==> config.mk <==
export PLATFORM = sky130hd
export DESIGN_NAME = batch_hazard_classifier
export DESIGN_NICKNAME = d
export VERILOG_FILES = /design/src/rtl/batch_cls_pkg.sv /design/src/rtl/batch_floor_div.sv /design/src/rtl/batch_pair_cmp.sv /design/src/rtl/batch_hazard_classifier.sv
export SDC_FILE = /design/constraint.sdc
export NUM_CORES = 1
export LEC_CHECK = 0
export CAP_MARGIN = 40
export CORE_MARGIN = 2
export CORE_UTILIZATION = 46
export CTS_CLUSTER_DIAMETER = 80
export DETAILED_ROUTE_END_ITERATION = 8
export PLACE_DENSITY_LB_ADDON = 0.25
export SETUP_SLACK_MARGIN = 0.5
export SLEW_MARGIN = 5
export SYNTH_ARGS = -nofsm -noshare
export SYNTH_HDL_FRONTEND = slang
export SYNTH_SLANG_ARGS = --single-unit
==> constraint.sdc <==
create_clock -name clk -period 15.96 [get_ports clk]
set_input_delay 4.788 -clock clk [delete_from_list [all_inputs] [get_ports clk]]
set_output_delay 4.788 -clock clk [all_outputs]
set_load 0.02 [all_outputs]
==> src/rtl/batch_cls_pkg.sv <==
package batch_cls_pkg;

    localparam int DEF_STEP_W = 7;
    localparam int DEF_HINT_W = 7;
    localparam int DEF_CAP    = 24;

    typedef enum logic [1:0] {
        MEM_PLAIN    = 2'd0,
        MEM_ATOMIC   = 2'd1,
        MEM_UNCACHED = 2'd2,
        MEM_RESERVE  = 2'd3
    } mem_kind_e;

    // Only plain operations may use the hint.
    function automatic logic hint_permitted(input mem_kind_e kind);
        return kind == MEM_PLAIN;
    endfunction

endpackage

==> src/rtl/batch_floor_div.sv <==
module batch_floor_div #(
    parameter int W = 7
) (
    input  logic [W-1:0] num,
    input  logic [W-1:0] den,
    output logic [W-1:0] quo
);
    // Unrolled restoring division, one stage per quotient bit, MSB first.
    logic [W-1:0] rem_chain [0:W-1];

    assign rem_chain[0] = '0;

    for (genvar i = 0; i < W; i++) begin : g_stage
        localparam int BIT = W - 1 - i;
        logic [W:0] shifted;
        logic       fits;

        assign shifted  = {rem_chain[i], num[BIT]};
        assign fits     = shifted >= {1'b0, den};
        assign quo[BIT] = fits;

        if (i < W - 1) begin : g_next
            assign rem_chain[i+1] = fits ? W'(shifted - {1'b0, den}) : W'(shifted);
        end
    end
endmodule

==> src/rtl/batch_pair_cmp.sv <==
module batch_pair_cmp #(
    parameter int W   = 7,
    parameter int CAP = 24
) (
    input  logic [W-1:0] step_a,
    input  logic [W-1:0] step_b,
    input  logic [W-1:0] hint,
    output logic         same
);
    localparam logic [W-1:0] CAP_V = W'(CAP);

    logic [W-1:0] q_a, q_b;
    logic         cap_agree;

    batch_floor_div #(.W(W)) u_div_a (.num(step_a), .den(hint), .quo(q_a));
    batch_floor_div #(.W(W)) u_div_b (.num(step_b), .den(hint), .quo(q_b));

    if (CAP != 0) begin : g_cap
        logic [W-1:0] c_a, c_b;
        batch_floor_div #(.W(W)) u_cdiv_a (.num(step_a), .den(CAP_V), .quo(c_a));
        batch_floor_div #(.W(W)) u_cdiv_b (.num(step_b), .den(CAP_V), .quo(c_b));
        // Group narrowed to the cap only when the hint exceeds it.
        assign cap_agree = (hint <= CAP_V) || (c_a == c_b);
    end else begin : g_nocap
        assign cap_agree = 1'b1;
    end

    assign same = (hint != '0) && (q_a == q_b) && cap_agree;
endmodule

==> src/rtl/batch_hazard_classifier.sv <==
module batch_hazard_classifier
    import batch_cls_pkg::*;
#(
    parameter int STEP_W    = DEF_STEP_W,
    parameter int HINT_W    = DEF_HINT_W,
    parameter int GROUP_CAP = DEF_CAP
) (
    input  logic              clk,
    input  logic              rst,
    input  logic              in_valid,
    input  logic [HINT_W-1:0] loop_hint,
    input  logic [1:0]        mem_kind,
    input  logic [STEP_W-1:0] src_step_a,
    input  logic [STEP_W-1:0] src_step_b,
    input  logic [STEP_W-1:0] dst_step_a,
    input  logic [STEP_W-1:0] dst_step_b,
    output logic              out_valid,
    output logic              out_src_same,
    output logic              out_dst_same,
    output logic [HINT_W-1:0] out_hint_used
);
    localparam int CW = (STEP_W > HINT_W) ? STEP_W : HINT_W;

    typedef struct packed {
        logic [STEP_W-1:0] a;
        logic [STEP_W-1:0] b;
    } step_pair_t;

    typedef struct packed {
        logic              valid;
        logic [HINT_W-1:0] hint;
        step_pair_t        src;
        step_pair_t        dst;
    } req_stage_t;

    typedef struct packed {
        logic              valid;
        logic              src_same;
        logic              dst_same;
        logic [HINT_W-1:0] hint;
    } rsp_stage_t;

    req_stage_t s1_q, s1_d;
    rsp_stage_t s2_q, s2_d;
    logic       src_same_c, dst_same_c;

    // Stage 1: choose effective hint and capture steps.
    always_comb begin
        s1_d.valid = in_valid;
        s1_d.hint  = hint_permitted(mem_kind_e'(mem_kind)) ? loop_hint : '0;
        s1_d.src   = '{a: src_step_a, b: src_step_b};
        s1_d.dst   = '{a: dst_step_a, b: dst_step_b};
        if (!in_valid) begin
            s1_d.hint = '0;
        end
    end

    always_ff @(posedge clk) begin
        if (rst) begin
            s1_q <= '0;
        end else begin
            s1_q <= s1_d;
        end
    end

    // Stage 2: quotient compares for both pairs.
    batch_pair_cmp #(.W(CW), .CAP(GROUP_CAP)) u_src_cmp (
        .step_a (CW'(s1_q.src.a)),
        .step_b (CW'(s1_q.src.b)),
        .hint   (CW'(s1_q.hint)),
        .same   (src_same_c)
    );

    batch_pair_cmp #(.W(CW), .CAP(GROUP_CAP)) u_dst_cmp (
        .step_a (CW'(s1_q.dst.a)),
        .step_b (CW'(s1_q.dst.b)),
        .hint   (CW'(s1_q.hint)),
        .same   (dst_same_c)
    );

    always_comb begin
        s2_d.valid    = s1_q.valid;
        s2_d.src_same = s1_q.valid && src_same_c;
        s2_d.dst_same = s1_q.valid && dst_same_c;
        s2_d.hint     = s1_q.valid ? s1_q.hint : '0;
    end

    always_ff @(posedge clk) begin
        if (rst) begin
            s2_q <= '0;
        end else begin
            s2_q <= s2_d;
        end
    end

    assign out_valid     = s2_q.valid;
    assign out_src_same  = s2_q.src_same;
    assign out_dst_same  = s2_q.dst_same;
    assign out_hint_used = s2_q.hint;
endmodule

======== Yosys cells after proc, flatten, opt, wreduce, memory -nomap -nowiden ========
Cells that the tools add are included.
operators by class
  $add $sub $neg .......................... 48
  $lt $le $gt $ge ......................... 57
  equal/unequal tests ..................... 4
  multiplexer cells ....................... 48
  bitwise operators ....................... 3
  reduce and logical (&&, ||, !) cells .... 12
operator list
  kind                 count
  $mux 7               48
  $ge 8x5->1 const B   24
  $ge 8x7->1           24
  $sub 7x5->7 const B  20
  $sub 7x7->7          20
  $eq 7x7->1           4
  $ge 1x7->1           4
  $sub 1x7->7          4
  $sub 1x5->6 const B  4
  $ge 1x5->1 const B   4
  $le 7x5->1 const B   1
  $reduce_bool 7->1    1
  $logic_and 1x1->1    6
  $not 1->1            3
  $reduce_or 3->1      1
  $logic_not 2->1      1
  $logic_or 1x1->1     2
  $reduce_or 2->1      1
word-level totals
  register bits after elaboration ......... 46
  input port bits ......................... 40
  output and inout port bits .............. 10

======== Longest topological paths before layout ========
  depth in word-level cells ............... 17
  mapped depth ............................ 65
  gate-level depth less buffers ........... 65

======== Modules after synthesis ========
A second synthesis with hierarchy kept.
second synthesis, totals
  cells, all modules ...................... 2,452
  area total of the unflattened synthesis .. 19,919.1 um^2
by module, submodules not included
  module                                           times used  cells an instance  area each (um^2)
  batch_floor_div at u_dst_cmp.g_cap.u_cdiv_a ...  3           283                2,247.2
  batch_floor_div at u_src_cmp.g_cap.u_cdiv_a ...  2           290                2,285.9
  batch_floor_div at u_src_cmp.g_cap.u_cdiv_b      1           297                2,321.0
  batch_floor_div at u_dst_cmp.u_div_b             1           289                2,297.2
  batch_floor_div at u_src_cmp.u_div_b             1           290                2,289.7
  batch_hazard_classifier                          1           97                 1,257.5
  batch_pair_cmp                                   2           25                 220.2

======== Least setup slack after synthesis ========
Ideal clock, no wire load.
  path type ............................... flip-flop to flip-flop
  start ................................... reg s1_q[29] (netlist name)
  end ..................................... reg s2_q, in the netlist out_src_same
  data arrival time ....................... 13.419 ns
  required time ........................... 15.885 ns
  path slack .............................. 2.466 ns
  stages on the path, launching flop included .. 60
  clock period less this slack ............ 13.494 ns
  cell sequence ........................... dfxtp_1 > inv_1 > ha_1 > nor4b_1 > xnor2_1 > nor2_1 > ha_1 > and4_1 > a41oi_1 > o211a_1 > nor2_1 > a21oi_1 > inv_1 > ha_1 > and4_1 > a41oi_1 > o31ai_1 > a211oi_2 > [... 24 more ...] > o21a_1 > nor2_1 > o21ai_0 > a21oi_1 > o211ai_2 > nor2_1 > a21oi_1 > ha_1 > a21o_1 > a21o_1 > a21o_1 > a21o_1 > a21o_1 > a21o_1 > a41oi_1 > nand3b_1 > xor2_1 > o22ai_1
between the ends
  cells in the longest elaborated chain, start to end .. 17
  elaborated cells between the ends (all ways) .. 45
  those cells by class .................... 12 x add/sub; 15 x order compare; 1 x eq/ne; 12 x mux; 5 x reduce/logical
RTL lines
  element                                    line                                          text
  start, declared                            batch_hazard_classifier.sv:43                 req_stage_t s1_q, s1_d;
  start signal, assigned                     batch_hazard_classifier.sv:60                 s1_q <= '0;
  start signal, assigned                     batch_hazard_classifier.sv:62                 s1_q <= s1_d;
  $sub 1x7->7 or $ge 1x7->1 (tied branches)  batch_floor_div.sv:23, batch_floor_div.sv:19
  $mux 7                                     batch_floor_div.sv:23                         assign rem_chain[i+1] = fits ? W'(shifted - {1'b0, den}) : W'(shifted);
  $sub 7x7->7 or $ge 8x7->1 (tied branches)  batch_floor_div.sv:23, batch_floor_div.sv:19
  $mux 7                                     batch_floor_div.sv:23
  $sub 7x7->7 or $ge 8x7->1 (tied branches)  batch_floor_div.sv:23, batch_floor_div.sv:19
  $mux 7                                     batch_floor_div.sv:23
  $sub 7x7->7 or $ge 8x7->1 (tied branches)  batch_floor_div.sv:23, batch_floor_div.sv:19
  $mux 7                                     batch_floor_div.sv:23
  $sub 7x7->7 or $ge 8x7->1 (tied branches)  batch_floor_div.sv:23, batch_floor_div.sv:19
  $mux 7                                     batch_floor_div.sv:23
  $sub 7x7->7 or $ge 8x7->1 (tied branches)  batch_floor_div.sv:23, batch_floor_div.sv:19
  $mux 7                                     batch_floor_div.sv:23
  $ge 8x7->1                                 batch_floor_div.sv:19                         assign fits = shifted >= {1'b0, den};
  $eq 7x7->1                                 batch_pair_cmp.sv:28                          assign same = (hint != '0) && (q_a == q_b) && cap_agree;
  $logic_and 1x1->1                          batch_pair_cmp.sv:28
  $logic_and 1x1->1 (*)                      batch_pair_cmp.sv:28
  $logic_and 1x1->1 (*)                      batch_hazard_classifier.sv:83                 s2_d.src_same = s1_q.valid && src_same_c;
  end signal, assigned                       batch_hazard_classifier.sv:90                 s2_q <= '0;
  end signal, assigned                       batch_hazard_classifier.sv:92                 s2_q <= s2_d;
  end, declared                              batch_hazard_classifier.sv:44                 rsp_stage_t s2_q, s2_d;
Mark *: on every way between the ends. The rest lies on a longest branch, timed or not.
A chain may end at the register's enable or synchronous reset.

======== Worst setup path after layout ========
  start ................................... reg s1_q[31] (netlist name)
  end ..................................... reg s2_q, in the netlist out_dst_same
between the ends
  cells in the longest elaborated chain, start to end .. 17
  elaborated cells between the ends (all ways) .. 45
  those cells by class .................... 12 x add/sub; 15 x order compare; 1 x eq/ne; 12 x mux; 5 x reduce/logical
RTL lines
  element                                    line                                          text
  $sub 1x7->7 or $ge 1x7->1 (tied branches)  batch_floor_div.sv:23, batch_floor_div.sv:19
  $mux 7                                     batch_floor_div.sv:23
  $sub 7x7->7 or $ge 8x7->1 (tied branches)  batch_floor_div.sv:23, batch_floor_div.sv:19
  $mux 7                                     batch_floor_div.sv:23
  $sub 7x7->7 or $ge 8x7->1 (tied branches)  batch_floor_div.sv:23, batch_floor_div.sv:19
  $mux 7                                     batch_floor_div.sv:23
  $sub 7x7->7 or $ge 8x7->1 (tied branches)  batch_floor_div.sv:23, batch_floor_div.sv:19
  $mux 7                                     batch_floor_div.sv:23
  $ge 8x7->1 or $sub 7x7->7 (tied branches)  batch_floor_div.sv:19, batch_floor_div.sv:23
  $mux 7                                     batch_floor_div.sv:23
  $sub 7x7->7 or $ge 8x7->1 (tied branches)  batch_floor_div.sv:23, batch_floor_div.sv:19
  $mux 7                                     batch_floor_div.sv:23
  $ge 8x7->1                                 batch_floor_div.sv:19
  $eq 7x7->1                                 batch_pair_cmp.sv:28
  $logic_and 1x1->1                          batch_pair_cmp.sv:28
  $logic_and 1x1->1 (*)                      batch_pair_cmp.sv:28
  $logic_and 1x1->1 (*)                      batch_hazard_classifier.sv:84                 s2_d.dst_same = s1_q.valid && dst_same_c;
Marked as above.

==> impl_metrics.env <==
export IMPL_max_cap_violations=0
export IMPL_io_buffer_count=49
export IMPL_slowest_stage="nor2_1"
export IMPL_ios=50
export IMPL_grt_start_max_net_pins=32
export IMPL_clock_latency_ns=0.30
export IMPL_layout_common_cells="182 x ha_1, 118 x nor2_1, 117 x inv_1, 94 x nand2_1, 93 x o21ai_0"
export IMPL_synth_cells=1376
export IMPL_avgSynthCellArea_um2=7.730
export IMPL_overflow=0
export IMPL_yosysSeqAreaShare_pct=8.658
export IMPL_ys_ff_latch=46
export IMPL_die_w_um=156.1
export IMPL_rows=55
export IMPL_globalplace_congestion=0.8924
export IMPL_synth_nets=1618
export IMPL_fin_hold_ws_ns=0.5507
export IMPL_hold_class="reg -> reg"
export IMPL_netlist_area_um2=10640
export IMPL_htreeDepth=2
export IMPL_via_count=10082
export IMPL_final_hold_viol_count=0
export IMPL_finalCritPeriodShare_pct=88.21
export IMPL_core_um2=22640
export IMPL_cts_clk_slew_worst_paths_ns=0.07
export IMPL_slowest_delay_ns=0.67
export IMPL_placed_cell_area_um2=11500
export IMPL_cts_setup_buffers=0
export IMPL_clock_sinks=46
export IMPL_synth_edf_count=0
export IMPL_drive_above_1_share_pct=6.657
export IMPL_max_slew_margin_rel_pct=45.25
export IMPL_initial_core_util_pct=46.98
export IMPL_slew_violations=0
export IMPL_cts_resized=0
export IMPL_status="complete, no violations"
export IMPL_period_minus_slack_ns=14.08
export IMPL_die_area_um2=24350
export IMPL_ctsRootBufferMaster="clkbuf_16"
export IMPL_ys_async_sr_fraction_pct=0
export IMPL_routed_wl_mm=28.44
export IMPL_grt_busiest_layer="met2"
export IMPL_via_per_inst=5.889
export IMPL_setup_tns_ns=0
export IMPL_antenna_found_initial=0
export IMPL_clock_fmax_mhz=71.03
export IMPL_yosysWarnings=0
export IMPL_holdBufCountCts=0
export IMPL_worstPathRequired_ns=16.16
export IMPL_utilization_pct=51.44
export IMPL_setup_viol=0
export IMPL_startpoint_type="register"
export IMPL_worstSetupPathType="reg -> reg"
export IMPL_use_met3_pct=2.444
export IMPL_die_y_um=156.1
export IMPL_cts_made_buffers=5
export IMPL_clock_skew_ns=0.005069
export IMPL_drt_pass1_iter_count=5
export IMPL_gr_usage_met2_pct=43.09
export IMPL_cp_max_fo=11
export IMPL_grt_pass1_vias=9824
export IMPL_synthToLayoutAreaGrowth_pct=9.493
export IMPL_cp_end_kind="register"
export IMPL_nNetsFinal=1668
export IMPL_drtAntennaViolNets=0
export IMPL_critPathMostFrequentCell="nor2b_1"
export IMPL_fin_area_um2=11650
export IMPL_grt_use_total_pct=23.45
export IMPL_clockBufferDepth=2
export IMPL_wl_per_cell_um=16.61
export IMPL_drt_iter0_markers=457
export IMPL_worst_pin_slew_ns=0.8139
export IMPL_dp_hpwl_mm=22.55
export IMPL_synth_distinct_cells=91
export IMPL_cts_tree="yes"
export IMPL_mostFrequentLayoutCell="ha_1"
export IMPL_synth_flop_cell="dfxtp_1"
export IMPL_gr_usage_met1_pct=28.84
export IMPL_grt_pass1_wl_mm=46.73
export IMPL_drc=0
export IMPL_diodes=0
export IMPL_rsz0062_at_grt="no"
export IMPL_arrival_ns=14.28
[sequential cells by signal, summed over array words and instances, names as in the netlist]
register,cells
out_valid,1
s1_q,36
out_src_same,1
out_hint_used,7
out_dst_same,1
[critical path: cells and delay by family, from the launching register on]
| kind | cells | cell delay, ns |
|---|---|---|
| AOI/OAI and AO/OA | 27 | 6.52 |
| and+or+nand+nor | 13 | 3.05 |
| adders and majority gates | 6 | 1.92 |
| buffers and inverters | 1 | 0.25 |
| muxes | 6 | 1.80 |
| DFF | 1 | 0.38 |
[area by class of cell]
class                   instances  area (um^2)
fillers                      2209        10990
multi-input cells            1193         9185
flip-flops and latches         46        922.1
repair buffers                 63        593.1
inverters                     117        439.2
well taps                     285        356.6
clock buffers                   5        125.1
clock inverters                 3        25.02
[synth_stat cells, types with 15 or more instances]
| library cell | instances | area, um^2 |
|---|---|---|
| a21boi_0 | 15 | 112.6 |
| a21o_1 | 28 | 210.2 |
| a21oi_1 | 73 | 365.4 |
| and2_1 | 21 | 131.4 |
| dfxtp_1 | 46 | 920.9 |
| fa_1 | 20 | 400.4 |
| ha_1 | 182 | 2277 |
| inv_1 | 117 | 439.2 |
| mux2_2 | 30 | 337.8 |
| mux2i_1 | 39 | 390.4 |
| nand2_1 | 94 | 352.8 |
| nand2b_1 | 29 | 181.4 |
| nand3_1 | 26 | 130.1 |
| nor2_1 | 118 | 442.9 |
| nor2b_1 | 82 | 513.0 |
| o211ai_1 | 19 | 142.6 |
| o21a_1 | 19 | 142.6 |
| o21ai_0 | 93 | 465.5 |
| xnor2_1 | 34 | 297.8 |
| xor2_1 | 38 | 332.8 |
[per-layer routing]
metal	vias up	routed length [um]
li1	5132	-
met4	0	771
met3	58	1290
met2	241	13800
met1	4651	12580
met5	-	0
[logic make-up (layout without fill, tap and decap cells)]
group	count (synthesis)	after routing	share of synthesized area (%)
compound gates	371	371	23.68
xor+xnor	72	72	5.929
fa+ha+maj	202	202	25.17
buf+inv	137	188	4.988
flops	46	46	8.658
mux	78	78	8.081
simple gates	470	470	23.49
[per-stage QoR]
stage          std cells  setup slack [ns]
4_1_cts             1712             1.936
3_5_place_dp        1704             2.007
6_report            1712             1.882
3_3_place_gp        1702             1.649
2_1_floorplan       1376             2.466
5_1_grt             1712            0.7003
[final timing paths]
check             slack, ns      from  depth (start not counted)                to
hold reg to reg        0.55  s1_q[34]                          1  out_hint_used[6]
setup / recovery       1.88  s1_q[31]                         53      out_dst_same
setup reg to reg       1.88  s1_q[31]                         53      out_dst_same
hold / removal         0.55  s1_q[34]                          1  out_hint_used[6]
Power is not shown: default switching activity piles up to over one toggle a cycle in this logic, so the estimate is an artifact.
